--- config.mk ---
export PLATFORM = sky130hd
export DESIGN_NAME = irq_ctl_unit
export DESIGN_NICKNAME = d
export VERILOG_FILES = /design/src/rtl/irq_ctl_pkg.sv /design/src/rtl/irq_in_cond.sv /design/src/rtl/irq_ctl_regs.sv /design/src/rtl/irq_periph_bank.sv /design/src/rtl/irq_ctl_unit.sv
export SDC_FILE = /design/constraint.sdc
export NUM_CORES = 1
export LEC_CHECK = 0
export BUFFER_PORTS_ARGS = -buffer_cell sky130_fd_sc_hd__buf_2
export CORE_ASPECT_RATIO = 0.6
export CORE_MARGIN = 2
export CORE_UTILIZATION = 47
export DETAILED_ROUTE_END_ITERATION = 7
export PLACE_DENSITY = 0.85
export SYNTH_ARGS = -nofsm -noshare
export SYNTH_HDL_FRONTEND = slang
export SYNTH_SLANG_ARGS = --single-unit
--- constraint.sdc ---
create_clock -name clk -period 3.2 [get_ports clk]
set_clock_uncertainty 0.05 [all_clocks]
set_input_delay 0.96 -clock clk [delete_from_list [all_inputs] [get_ports clk]]
set_output_delay 0.96 -clock clk [all_outputs]
set_load 0.005 [all_outputs]
--- src/rtl/irq_ctl_pkg.sv ---
package irq_ctl_pkg;

    localparam int CTL_W   = 8;
    localparam int PORT_W  = 4;
    localparam int SYNC_N  = 2;

    // Bit order fixed: gie=7 ... prt_fl=0
    typedef struct packed {
        logic gie;
        logic peie;
        logic tmr_en;
        logic ext_en;
        logic prt_en;
        logic tmr_fl;
        logic ext_fl;
        logic prt_fl;
    } ctl_reg_t;

    typedef enum logic [1:0] {
        DET_RISE   = 2'd0,
        DET_CHANGE = 2'd1
    } det_mode_e;

    function automatic logic core_pending(input ctl_reg_t c, input logic periph_any);
        return (c.tmr_en & c.tmr_fl) |
               (c.ext_en & c.ext_fl) |
               (c.prt_en & c.prt_fl) |
               (c.peie   & periph_any);
    endfunction

endpackage

--- src/rtl/irq_in_cond.sv ---
module irq_in_cond
    import irq_ctl_pkg::*;
#(
    parameter int        W    = 1,
    parameter det_mode_e MODE = DET_RISE
) (
    input  logic         clk,
    input  logic         rst,
    input  logic [W-1:0] async_in,
    output logic         evt
);

    logic [W-1:0] stage [SYNC_N];
    logic [W-1:0] prev_q;

    always_ff @(posedge clk) begin
        if (rst) begin
            for (int i = 0; i < SYNC_N; i++) stage[i] <= '0;
            prev_q <= '0;
        end else begin
            stage[0] <= async_in;
            for (int i = 1; i < SYNC_N; i++) stage[i] <= stage[i-1];
            prev_q <= stage[SYNC_N-1];
        end
    end

    generate
        if (MODE == DET_CHANGE) begin : g_change
            assign evt = |(stage[SYNC_N-1] ^ prev_q);
        end else begin : g_rise
            assign evt = |(stage[SYNC_N-1] & ~prev_q);
        end
    endgenerate

endmodule

--- src/rtl/irq_ctl_regs.sv ---
module irq_ctl_regs
    import irq_ctl_pkg::*;
(
    input  logic             clk,
    input  logic             rst,
    input  logic             wr_en,
    input  logic [CTL_W-1:0] wr_data,
    input  logic             tmr_evt,
    input  logic             ext_evt,
    input  logic             prt_evt,
    input  logic             take,
    input  logic             ret,
    output ctl_reg_t         ctl_q
);

    ctl_reg_t ctl_d;

    always_comb begin
        ctl_d = ctl_q;
        if (wr_en) ctl_d = ctl_reg_t'(wr_data);
        // events outrank a software write
        ctl_d.tmr_fl = ctl_d.tmr_fl | tmr_evt;
        ctl_d.ext_fl = ctl_d.ext_fl | ext_evt;
        ctl_d.prt_fl = ctl_d.prt_fl | prt_evt;
        if (ret)  ctl_d.gie = 1'b1;
        if (take) ctl_d.gie = 1'b0;
    end

    always_ff @(posedge clk) begin
        if (rst) ctl_q <= '0;
        else     ctl_q <= ctl_d;
    end

endmodule

--- src/rtl/irq_periph_bank.sv ---
module irq_periph_bank #(
    parameter int PER_W = 4
) (
    input  logic             clk,
    input  logic             rst,
    input  logic             en_wr,
    input  logic [PER_W-1:0] en_data,
    input  logic             fl_wr,
    input  logic [PER_W-1:0] fl_data,
    input  logic [PER_W-1:0] evt,
    output logic [PER_W-1:0] en_q,
    output logic [PER_W-1:0] fl_q,
    output logic             any_pend
);

    genvar g;
    generate
        for (g = 0; g < PER_W; g++) begin : g_src
            always_ff @(posedge clk) begin
                if (rst) begin
                    en_q[g] <= 1'b0;
                    fl_q[g] <= 1'b0;
                end else begin
                    if (en_wr) en_q[g] <= en_data[g];
                    fl_q[g] <= (fl_wr ? fl_data[g] : fl_q[g]) | evt[g];
                end
            end
        end
    endgenerate

    assign any_pend = |(en_q & fl_q);

endmodule

--- src/rtl/irq_ctl_unit.sv ---
module irq_ctl_unit
    import irq_ctl_pkg::*;
#(
    parameter int PER_W = 4,
    parameter int PC_W  = 13
) (
    input  logic             clk,
    input  logic             rst,
    input  logic             ctl_wr_en,
    input  logic [7:0]       ctl_wr_data,
    output logic [7:0]       ctl_rd_data,
    input  logic             pen_wr_en,
    input  logic [PER_W-1:0] pen_wr_data,
    output logic [PER_W-1:0] pen_rd,
    input  logic             pfl_wr_en,
    input  logic [PER_W-1:0] pfl_wr_data,
    output logic [PER_W-1:0] pfl_rd,
    input  logic             tmr_ovf_evt,
    input  logic             ext_pin,
    input  logic [3:0]       port_hi,
    input  logic [PER_W-1:0] per_evt,
    input  logic             insn_boundary,
    input  logic             retfie,
    output logic             irq_req,
    output logic             irq_take,
    output logic [PC_W-1:0]  irq_vector
);

    localparam logic [PC_W-1:0] VEC_ADDR = PC_W'(4);

    ctl_reg_t ctl_q;
    logic     ext_evt, prt_evt, periph_any;

    irq_in_cond #(.W(1), .MODE(DET_RISE)) u_ext (
        .clk(clk), .rst(rst), .async_in(ext_pin), .evt(ext_evt)
    );

    irq_in_cond #(.W(PORT_W), .MODE(DET_CHANGE)) u_prt (
        .clk(clk), .rst(rst), .async_in(port_hi), .evt(prt_evt)
    );

    irq_periph_bank #(.PER_W(PER_W)) u_per (
        .clk(clk), .rst(rst),
        .en_wr(pen_wr_en), .en_data(pen_wr_data),
        .fl_wr(pfl_wr_en), .fl_data(pfl_wr_data),
        .evt(per_evt), .en_q(pen_rd), .fl_q(pfl_rd),
        .any_pend(periph_any)
    );

    irq_ctl_regs u_ctl (
        .clk(clk), .rst(rst),
        .wr_en(ctl_wr_en), .wr_data(ctl_wr_data),
        .tmr_evt(tmr_ovf_evt), .ext_evt(ext_evt), .prt_evt(prt_evt),
        .take(irq_take), .ret(retfie), .ctl_q(ctl_q)
    );

    assign ctl_rd_data = ctl_q;
    assign irq_req     = ctl_q.gie & core_pending(ctl_q, periph_any);
    assign irq_take    = irq_req & insn_boundary;
    assign irq_vector  = VEC_ADDR;

endmodule

==> results.md <==
* Status: finished clean
* DRT Wirelength at roughly 2.3 mm
* Sequential cell area fraction in the yosys report at 0.515
* Crit path kind: in -> out
* Gr usage total at 0.161
* Fin crit period at 2.35 ns
* Synth cell types at 24
* Vias per Instance at between 4 and 5
* Leak at around 0.00077 uW
* Pwr Density at approximately 580 mW/mm2
* IO Pins at 64
* Core area at 0.00247 mm2
* Mapped Area at between 0.001 and 0.0015 mm2
* ANT nets after route at 0
* WL/cell at around 11 um
* Routed via count at about 930
* Critical path's most frequent cell: buf_2
* Final TNS setup at 0 ns
* DRC at 0
* Commonest non-fill, non-tap cell in the layout: buf_2
* DR iter-0 viols at 36
* Layout cells sized above 1 at 0.347
* Fmax at 425 MHz
* Sw Ratio at 0.209
* Post-Route Utilization at 0.622
* Int Power at about 700 uW
* FP Rows at 14
* Crit-path max FO at 2
* FF+latch count, synth at 31
* Layout net count at a little over 200
* CP max-delay cell: buf_2
* Worst Setup EP: irq_take
* Final Hold Viols at 0
* DP Worst Slack at ~0.84 ns
* Initial cell density of the core at 0.488
* First-pass GRT wire length at approximately 3.7 mm
* Flop pwr share at 0.473
* Port Buffer Count at 50
* Worst path cell trace: buf_2, nand2_1, a21oi_1, buf_2
* Critical path launch point type: input pin
* Pwr Total at between 800 and 900 uW
* WHS Path Cells at 1
* Clock slew seen by the registers of the worst setup and hold paths at roughly 0.060 ns
* Crit Reg-Reg Endpoint: u_ctl.ctl_q[7]$_SDFFE_PP0P_
* Fillers at 221
* Hpwl dp at 1.76 mm
* WP data arrival at between 1 and 1.5 ns
* Syn Inst Count at roughly 120
* Total global routing overflow at 0
* CTS-repair resized insts at 0
* Dpl cells at a little under 200
* Routability Congestion at around 0.83
* Worst relative slew slack at 0.658
* P&R area growth vs syn at 27.3%
* Die X at 69.4 um
* Root buf cell: clkbuf_8
* Final setup fails at 0
* Switching Power at 187 uW
* R2r worst-path depth at 3
* HP Class: reg -> reg
* Synth warn at 0
* Worst R2R Setup Slack at 2.12 ns
* Drt first pass iters at 5
* CTS sink cnt at 31
* Diodes inserted at 0
* Worst Setup Slack, final at 0.849 ns
* Comb pwr share at 0.096
* Vias in the first global route at between 800 and 900
* Worst setup EP type: output port
* Slew @ Worst Pin at between 0.5 and 0.6 ns
* Die area at 0.00300 mm2
* Syn_area_per_cell at between 10 and 15 um2
* CP Data Required Time at approximately 2.2 ns
* Maximum vdd drop at 552 uV
* Final Slew Violations at 0
* Reg2Reg Launch Point: u_per.fl_q[0]$_SDFF_PP0_
* CTS HTree Levels at 2
* Worst skew pair latency at roughly 0.27 ns
* Most frequent cells in the layout: 50 x buf_2, 31 x dfxtp_1, 19 x nor2b_1, 13 x nor2_1, 13 x conb_1
* Final instance count without filler cells at between 200 and 250
* RSZ-0062 raised after global routing: false
* Worst-case clock buffer depth at 2
* Final period util at 0.735
* Die Y at 43.2 um
* Worst Setup SP: insn_boundary
* Initial antenna violation count at 0
* Slowest stage delay, CP at roughly 0.12 ns
* Clock network power share at 0.432
* TritonCTS clock tree: yes
* Max-cap violations at 0
* Largest net degree at the start of global routing at 32
* Post-CTS setup buffer count at 0
* Cts-stage hold buffer count at 0
* Num CTS Buffers at 5
==> synth_stat cells <==
master,number,area share
a31oi_1,1,0.0052
conb_1,2,0.0062
nand2_1,1,0.0031
a21oi_1,3,0.012
clkbuf_1,2,0.0062
xor2_1,3,0.022
xnor2_1,1,0.0073
o2111ai_1,1,0.0073
inv_1,1,0.0031
buf_4,14,0.087
buf_1,2,0.0062
nand2b_1,1,0.0052
nor3_1,1,0.0041
a21boi_0,1,0.0062
o21ai_0,1,0.0041
a22o_1,2,0.015
nor2_1,13,0.040
a222oi_1,1,0.0083
mux2i_1,11,0.091
dfxtp_1,31,0.51
nor2b_2,1,0.0073
a211oi_1,5,0.031
o211a_1,1,0.0083
nor2b_1,19,0.099
==> power groups by stage <==
stage	Sequential [uW]	Clock, uW	Combinational (uW)
floorplan	429	0	56.6
global placement	428	0	83.7
detailed placement	430	0	86.7
CTS	422	394	86.9
global route	425	411	95.5
finish	422	385	85.6
==> worst min path at each step <==
stage | start | endpoint | slack [ns]
finish | u_ext.stage[0][0]$_SDFF_PP0_ | u_ext.stage[0][1]$_SDFF_PP0_ | 0.38
global route | u_ext.stage[0][0]$_SDFF_PP0_ | u_ext.stage[0][1]$_SDFF_PP0_ | 0.41
CTS | u_ext.stage[0][0]$_SDFF_PP0_ | u_ext.stage[0][1]$_SDFF_PP0_ | 0.38
detailed placement | u_ext.stage[0][0]$_SDFF_PP0_ | u_ext.stage[0][1]$_SDFF_PP0_ | 0.37
global placement | u_prt.stage[0][1]$_SDFF_PP0_ | u_prt.stage[0][5]$_SDFF_PP0_ | 0.37
floorplan | u_ext.stage[0][0]$_SDFF_PP0_ | u_ext.stage[0][1]$_SDFF_PP0_ | 0.36
==> cell type report <==
type                    instances  area (um2)  area share
clock buffers                   6        82.6      0.0538
clock inverters                 2        35.0      0.0228
inverters                       1        3.75     0.00244
multi-input cells              80         503       0.328
flip-flops and latches         31         621       0.404
well taps                      32        40.0      0.0261
repair buffers                 50         250       0.163
==> logic make-up after synthesis <==
group / count (synthesis) / synth area share
other cells: 2 / 0.00623
mux: 11 / 0.0913
flops: 31 / 0.515
buf+inv: 19 / 0.103
simple gates: 36 / 0.159
compound gates: 16 / 0.0975
xor+xnor: 4 / 0.0291
==> metal layers <==
metal | track usage | vias to the layer above | share of wire
met4 | 0.0902 | 0 | 0.024
met2 | 0.277 | 41 | 0.47
met1 | 0.179 | 421 | 0.43
met5 | 0 | - | 0
li1 | - | 466 | -
met3 | 0.0523 | 6 | 0.076
==> registers in the layout, indices dropped and copies added, names as in the netlist <==
name,cells
u_ctl.ctl_q,8
u_prt.stage,8
u_per.en_q,4
u_per.fl_q,4
u_prt.prev_q,4
u_ext.stage,2
u_ext.prev_q,1
==> through the flow <==
stage               instance area, um2  hold WS (ns)
finish                            1540         0.380
global route                      1540         0.412
CTS                               1540         0.381
detailed placement                1420         0.373
global placement                  1420         0.369
floorplan                         1250         0.364
==> critical path, delay by kind of cell <==
kind,cells,cell delay (ns)
buf+inv,2,0.21
compound gates,1,0.11
simple gates,1,0.06
Power figures use the tool's default switching activity.
